**config.mk**
```make
export PLATFORM = sky130hd
export DESIGN_NAME = jump_eval_unit
export DESIGN_NICKNAME = d
export VERILOG_FILES = /design/src/rtl/jump_eval_pkg.sv /design/src/rtl/jump_decode.sv /design/src/rtl/jump_cond.sv /design/src/rtl/jump_target.sv /design/src/rtl/jump_eval_unit.sv
export SDC_FILE = /design/constraint.sdc
export NUM_CORES = 1
export LEC_CHECK = 0
export ABC_CLOCK_PERIOD_IN_PS = 3300
export CAP_MARGIN = 20
export CORE_MARGIN = 10
export CORE_UTILIZATION = 24
export CTS_CLUSTER_DIAMETER = 30
export CTS_CLUSTER_SIZE = 8
export DETAILED_ROUTE_END_ITERATION = 7
export SLEW_MARGIN = 10
export SYNTH_ARGS = -nofsm -noshare
export SYNTH_HDL_FRONTEND = slang
export SYNTH_SLANG_ARGS = --single-unit
```
**constraint.sdc**
```tcl
create_clock -name clk -period 3.3 [get_ports clk]
set_input_delay 0.66 -clock clk [delete_from_list [all_inputs] [get_ports clk]]
set_output_delay 0.66 -clock clk [all_outputs]
set_load 0.05 [all_outputs]
```
**src/rtl/jump_eval_pkg.sv**
```systemverilog
package jump_eval_pkg;
  localparam int WORD_W = 16;
  localparam int OFF_W  = 10;
  localparam int COND_W = 3;

  typedef enum logic [COND_W-1:0] {
    CND_NZ  = 3'd0,
    CND_Z   = 3'd1,
    CND_NC  = 3'd2,
    CND_C   = 3'd3,
    CND_NEG = 3'd4,
    CND_GE  = 3'd5,
    CND_LT  = 3'd6,
    CND_ALW = 3'd7
  } cond_e;

  typedef struct packed {
    logic c;
    logic z;
    logic n;
    logic v;
  } flags_t;
endpackage

```
**src/rtl/jump_decode.sv**
```systemverilog
module jump_decode
  import jump_eval_pkg::*;
#(
  parameter int W     = WORD_W,
  parameter int OW    = OFF_W,
  parameter int CW    = COND_W,
  parameter int TAG_W = W - CW - OW
) (
  input  logic [W-1:0]     word,
  output logic             is_jump,
  output cond_e            cond,
  output logic [OW-1:0]    offset
);
  localparam logic [TAG_W-1:0] JUMP_TAG = TAG_W'(1);

  always_comb begin
    is_jump = (word[W-1 -: TAG_W] == JUMP_TAG);
    cond    = cond_e'(word[OW +: CW]);
    offset  = word[OW-1:0];
  end
endmodule

```
**src/rtl/jump_cond.sv**
```systemverilog
module jump_cond
  import jump_eval_pkg::*;
(
  input  cond_e  cond,
  input  flags_t fl,
  output logic   pass
);
  always_comb begin
    unique case (cond)
      CND_NZ:  pass = ~fl.z;
      CND_Z:   pass =  fl.z;
      CND_NC:  pass = ~fl.c;
      CND_C:   pass =  fl.c;
      CND_NEG: pass =  fl.n;
      CND_GE:  pass = ~(fl.n ^ fl.v);
      CND_LT:  pass =  (fl.n ^ fl.v);
      default: pass = 1'b1;
    endcase
  end
endmodule

```
**src/rtl/jump_target.sv**
```systemverilog
module jump_target #(
  parameter int W  = 16,
  parameter int OW = 10
) (
  input  logic [W-1:0]  pc,
  input  logic [OW-1:0] offset,
  output logic [W-1:0]  target
);
  logic [W-1:0] disp;
  always_comb begin
    disp   = {{(W-OW-1){offset[OW-1]}}, offset, 1'b0};
    target = pc + disp;
  end
endmodule

```
**src/rtl/jump_eval_unit.sv**
```systemverilog
module jump_eval_unit
  import jump_eval_pkg::*;
(
  input  logic        clk,
  input  logic        rst,
  input  logic        in_valid,
  input  logic [15:0] instr,
  input  logic [15:0] pc_in,
  input  logic        flag_c,
  input  logic        flag_z,
  input  logic        flag_n,
  input  logic        flag_v,
  output logic        res_valid,
  output logic        res_taken,
  output logic [15:0] res_next_pc
);
  logic               is_jump;
  cond_e              cond;
  logic [OFF_W-1:0]   offset;
  logic               pass;
  logic [WORD_W-1:0]  target;
  logic               take;
  flags_t             fl;

  assign fl = '{c: flag_c, z: flag_z, n: flag_n, v: flag_v};

  jump_decode u_dec (.word(instr), .is_jump(is_jump), .cond(cond), .offset(offset));
  jump_cond   u_cnd (.cond(cond), .fl(fl), .pass(pass));
  jump_target #(.W(WORD_W), .OW(OFF_W)) u_tgt (.pc(pc_in), .offset(offset), .target(target));

  assign take = is_jump & pass;

  always_ff @(posedge clk) begin
    if (rst) begin
      res_valid   <= 1'b0;
      res_taken   <= 1'b0;
      res_next_pc <= '0;
    end else begin
      res_valid <= in_valid;
      if (in_valid) begin
        res_taken   <= take;
        res_next_pc <= take ? target : pc_in;
      end
    end
  end

  // output strobe follows input strobe by one cycle
  a_r2_valid_follows: assert property (@(posedge clk) disable iff (rst)
    res_valid == $past(in_valid));
  // results hold when no new input was accepted
  a_r2_hold: assert property (@(posedge clk) disable iff (rst)
    !$past(in_valid) && !$past(rst) |-> $stable(res_next_pc) && $stable(res_taken));
  // non-branch words never taken, address passes through
  a_r3_nonjump: assert property (@(posedge clk) disable iff (rst)
    $past(in_valid) && $past(instr[15:13]) != 3'b001 |-> !res_taken && res_next_pc == $past(pc_in));
  // not taken yields input address
  a_r7_fallthrough: assert property (@(posedge clk) disable iff (rst)
    res_valid && !res_taken |-> res_next_pc == $past(pc_in));
  // unconditional branch is always taken
  a_r4_always: assert property (@(posedge clk) disable iff (rst)
    $past(in_valid) && $past(instr[15:10]) == 6'b001111 |-> res_taken);
  // even base gives even target
  a_r8_even: assert property (@(posedge clk) disable iff (rst)
    res_valid && res_taken && !$past(pc_in[0]) |-> !res_next_pc[0]);
endmodule

```
Yosys cells after proc, flatten, opt, wreduce, memory -nomap -nowiden
Index checks and enable logic that the tools add are counted.
{"block": "word_totals", "register_bits": 18, "latchBits": 0, "ram_bits": 0, "romBits": 0, "inputBits": 39, "out_inout_bits": 18, "wordCells": 19, "mem_count": 0}
{"block": "op_classes", "addsub": 1, "n_mul": 0, "div_mod_pow": 0, "magnitude_cmp": 0, "eq_ne": 7, "n_shift": 0, "n_mux": 2, "n_bitwise": 5, "reduce_logical": 1}
{"op": "16-bit adder", "count": 1}
{"op": "16-bit 2-to-1 mux", "count": 1}
{"op": "3-bit equality test (second input constant)", "count": 3}
{"op": "1-bit case mux with 7 select lines", "count": 1}
{"op": "3-bit by 1-bit equality test with 1-bit output (second input constant)", "count": 2}
{"op": "3-bit by 2-bit equality test with 1-bit output (second input constant)", "count": 2}
{"op": "3-bit logical NOT", "count": 1}
{"op": "1-bit inverter", "count": 3}
{"op": "1-bit bitwise AND", "count": 1}
{"op": "1-bit bitwise XOR", "count": 1}

Logic depth before layout (Yosys ltp)
{"block": "depth", "word_depth": 5, "depth_mapped": 10, "depth_no_buf": 10}

Modules after synthesis
From an unflattened synthesis, not the netlist that was laid out.
{"block": "hier_totals", "hier_cells": 210, "hier_area_um2": 1781.7}
{"module": "jump_eval_unit", "n_inst": 1, "cells_each": 100, "area_per_inst_um2": 923.4, "seq_area_each_um2": 360.3}
{"module": "jump_target", "n_inst": 1, "cells_each": 87, "area_per_inst_um2": 670.6, "seq_area_each_um2": 0.0}
{"module": "jump_decode", "n_inst": 1, "cells_each": 14, "area_per_inst_um2": 110.1, "seq_area_each_um2": 0.0}
{"module": "jump_cond", "n_inst": 1, "cells_each": 9, "area_per_inst_um2": 77.6, "seq_area_each_um2": 0.0}

Worst setup path before layout
No wires, ideal clock.
{"block": "synth_timing", "path_kind": "input port to flip-flop", "start": "in instr[0]", "end": "reg res_next_pc[15]", "arrival_time_ns": 2.362, "required_time_ns": 3.171, "slack_ns": 0.809, "path_stages": 10, "path_buffers": 0, "cell_sequence": "ha_1 > inv_1 > fa_1 > nand2b_1 > a21o_1 > a21boi_1 > o21ai_0 > a211oi_1 > o211ai_1 > nor3b_2"}
{"block": "synth_via", "elab_chain_len": 2}
{"item": "start: declaration", "line_no": "jump_eval_unit.sv:7", "rtl": "input logic [15:0] instr,"}
{"item": "16-bit adder", "line_no": "jump_target.sv:12", "rtl": "target = pc + disp;"}
{"item": "16-bit 2-to-1 mux", "line_no": "jump_eval_unit.sv:42", "rtl": "res_next_pc <= take ? target : pc_in;"}
{"item": "end signal: assignment", "line_no": "jump_eval_unit.sv:42"}
{"item": "end: declaration", "line_no": "jump_eval_unit.sv:15", "rtl": "output logic [15:0] res_next_pc"}
No other way between the ends.
A chain may end at the register's enable or synchronous reset.

Final worst setup path
{"block": "layout_timing", "start": "in pc_in[1]", "end": "reg res_next_pc[15]"}
{"block": "layout_via", "elab_chain_len": 2}
{"item": "start: declaration", "line_no": "jump_eval_unit.sv:8", "rtl": "input logic [15:0] pc_in,"}
{"item": "16-bit adder", "line_no": "jump_target.sv:12"}
{"item": "16-bit 2-to-1 mux", "line_no": "jump_eval_unit.sv:42"}
No other way between the ends.

==> results.md <==
- The core region is just under 0.006 mm^2.
- The maximum number of pins on one net before global-route repair is 20.
- The worst-case clock skew is 0 ns.
- The cell total after placement is about 310.
- Dividing the detail-routed wire length by the instance count gives 13.4 um.
- The final layout contains routed wiring with a total length of 4.25 mm.
- The worst setup path is launched from an input pin.
- The worst setup path is captured at a flop.
- Clock latency on the worst-skew pair, taken at its later pin, is roughly 0.25 ns.
- The start point of the critical path is pc_in[1].
- The clock transition at the register clock pins on the worst setup and hold paths after CTS is 0.07 ns.
- The worst-case vdd ir drop is about 0.14 mV.
- The worst slack at placement is approximately 0.11 ns.
- After synthesis, the mean cell area works out to between 7 and 8 um^2.
- Data on the critical path arrives at its endpoint at 3.04 ns.
- The number of unique standard cell types used by synthesis is between 40 and 50.
- The synthesis-to-layout area growth is 47.2%.
- The fmax is 344 MHz.
- At the pin with the least slew margin, the transition time is 0.775 ns.
- The cell area after synthesis is about 0.0015 mm^2.
- The number of buffers inserted by hold repair at cts is 0.
- The floorplan has 28 rows.
- The remaining number of nets flagged by the antenna check after routing is 0.
- The Yosys step of the flow raised 0 warnings.
- The leakage power total is 0.871 nW.
- The total routing usage reported by global routing is 8.62%.
- The share of the yosys chip area belonging to registers is about a quarter.
- The sum of negative setup slack is 0 ns.
- No sink is reached through more buffers than the 2 on the longest clock path.
- The sink count of the clock tree is 18.
- The worst register-to-register path ends at res_next_pc[7].
- The via count of the routed design is 1501.
- The number of nets in the synthesized netlist is 240.
- The commonest non-fill, non-tap cell in the layout is sky130_fd_sc_hd__clkdlybuf4s50_1.
- The slowest cell on the critical path is sky130_fd_sc_hd__clkdlybuf4s50_1.
- The post-CTS setup buffer count is 0.
- The finished cells cover approximately 0.0022 mm^2.
- The worst path uses slightly below 90% of the clock period.
- In the final design database the tool counted just under 300 nets.
- In this design, the stage delay of the slowest critical-path cell is 0.48 ns.
- The number of hold violations in the final report is 0.
- The final worst setup slack is between 0.3 and 0.4 ns.
- The cell count of the worst reg-to-reg path is 2.
- The number of max-cap violations is 0.
- The total of cells resized after clock tree synthesis is 0.
- The max-slew violation count is 0.
- The number of global-route vias before repair was 1571.
- Setup violations remaining at the end of the flow were counted as 0.
- The count of port buffers added during placement is 56.
- Routability-driven placement finished with a final weighted congestion of roughly 0.77.
- Traced cell by cell, the critical path runs through clkdlybuf4s50_1 > ha_1 > inv_1 > fa_1 > nand2b_1 > a21o_1 > a21boi_1 > o21ai_0 > a211oi_1 > o211ai_1 > nor3b_2.
- The count of antenna diodes in the layout is 0.
- The number of cells in the finished layout apart from fillers is 316.
- The die width is around 98 um.
- The top flip-flop cell by instance count after synthesis is sky130_fd_sc_hd__dfxtp_1.
- The run finished with clean final reports.
- The detailed-route vias per instance is between 4 and 5.
- The count of routing violations after the opening detailed-route iteration is about 110.
- In this run the most critical hold path is launched from res_taken.
- Setup repair after global routing left no endpoint under its margin.
- Counting flops with an async set or reset pin after synthesis yields a share of 0%.
- The number of storage elements in the synthesis netlist is 18.
- The instance count along the most critical hold path is 2.
- The startpoint of the lowest-slack register-to-register path is res_next_pc[7].
- The synthesized netlist cell count is 186.
- In this run the number of H-tree levels came out at 1.
- The total overflow left after global routing is 0.
- On the final layout, the worst hold slack is 0.471 ns.
- In this run, CTS created clock tree buffers numbering 3.
- For flop-to-flop paths, the worst setup slack is roughly 2.5 ns.
- The overall die height is 98.2 um.
- The die covers approximately 0.0096 mm^2.
- The power per standard cell area is 336 mW/mm^2.
- Summed over all nets, the half-perimeter wirelength after detailed placement is between 3 and 4 mm.
- For the worst setup path, the data required time is approximately 3.4 ns.
- The library cells used most frequently in the layout, excluding fill and tap cells, are 56 x sky130_fd_sc_hd__clkdlybuf4s50_1, 25 x sky130_fd_sc_hd__nor2_1, 19 x sky130_fd_sc_hd__nand2_1, 19 x sky130_fd_sc_hd__a21oi_1, 18 x sky130_fd_sc_hd__dfxtp_1.
- The final critical path time including I/O delays and setup is 2.90 ns.
- By startpoint and endpoint, the worst setup path is classified as in2reg.
- In this run, synthesis inferred 0 flip-flops with an integrated enable.
- The initial cell density of the core is 24.8%.
- The ratio of cells with drive above 1 in the final layout is 6.22%.
- After detailed routing, the number of remaining DRC violations is 0.
- Clock tree synthesis selected as its root buffer the cell sky130_fd_sc_hd__clkbuf_8.
- TritonCTS built the clock tree.
- The initial antenna violation count came to 0.
- The area of placed instances is between 0.002 and 0.0025 mm^2.
- For this design the top-level I/O count stands at 57.
- The relative slew slack is between 40% and 50%.
- Along the worst path, the maximum fanout reaches 3.
- For this run, the detailed router's first-pass iteration total came to 4.
- The critical path ends at res_next_pc[15].
- The class of the tightest hold or removal check is reg2reg.
- The first global-routing pass estimated roughly 7.3 mm of wire.
routing by layer:
metal	up-vias	GRT usage, %	routed length [um]	part of all wire [%]
li1	787	-	-	-
met1	671	10.3	1990	47
met2	41	14.8	1920	45
met3	2	2.96	324	7.6
met4	0	1.32	12	0.28
met5	-	0	0	0
metrics by stage:
stage               power, mW  utilization, %
finish                  0.725            36.5
detailed placement      0.548            35.5
global route            0.770            36.5
CTS                     0.733            36.5
floorplan               0.438               -
global placement        0.545            35.5
critical path: cells and delay by family:
kind | cells | cell delay (ns)
buf+inv | 2 | 0.54
compound gates | 5 | 0.94
simple gates | 2 | 0.34
fa+ha+maj | 2 | 0.55
Yosys cell counts (all sizes together) (2+ instances only):
master	number	share of area, %
clkbuf	5	1.4
o21a	2	1.0
o211ai	2	1.0
mux2i	4	2.7
inv	7	1.8
o21ai	5	1.7
xnor2	5	3.0
a211oi	7	3.6
nand2b	3	1.3
xor2	4	2.4
a21boi	3	1.8
o21bai	2	1.0
and3	2	0.85
nand3	4	1.4
a21o	7	3.6
buf	3	1.4
a311oi	4	2.4
ha	14	12
o22ai	2	0.85
dfxtp	18	25
nor3b	2	1.4
nor3	5	2.4
a21oi	20	7.1
or2	2	0.85
nor2	25	6.4
nand2	19	4.9
power breakdown:
| part | leakage [nW] | switching (mW) | internal [mW] |
|---|---|---|---|
| registers | 0.149 | 0.00734 | 0.232 |
| logic | 0.693 | 0.165 | 0.137 |
| clock network | 0.0288 | 0.0775 | 0.106 |
cell type report:
cell class,instances,area [um^2]
Clock buffer,4,55.1
Fill cell,628,3760
Inverter,7,26.3
Multi-Input combinational cell,153,1040
Sequential cell,18,360
Tap cell,75,93.8
Timing Repair Buffer,59,583
how the worst min path moves through the flow:
stage                     end
floorplan           res_taken
global placement    res_taken
detailed placement  res_taken
CTS                 res_taken
global route        res_taken
finish              res_taken
state kept, by name (all words and copies together), names as in the netlist:
signal / count
res_valid: 1
res_taken: 1
res_next_pc: 16
logic make-up after synthesis:
kind of cell | Yosys count | share of synthesized area [%]
flops | 18 | 24.6
mux | 4 | 2.73
compound gates | 58 | 27.6
simple gates | 67 | 21.9
fa+ha+maj | 15 | 13.3
xor+xnor | 9 | 5.38
buf+inv | 15 | 4.52
No activity file was read; power rests on OpenSTA's default activity.
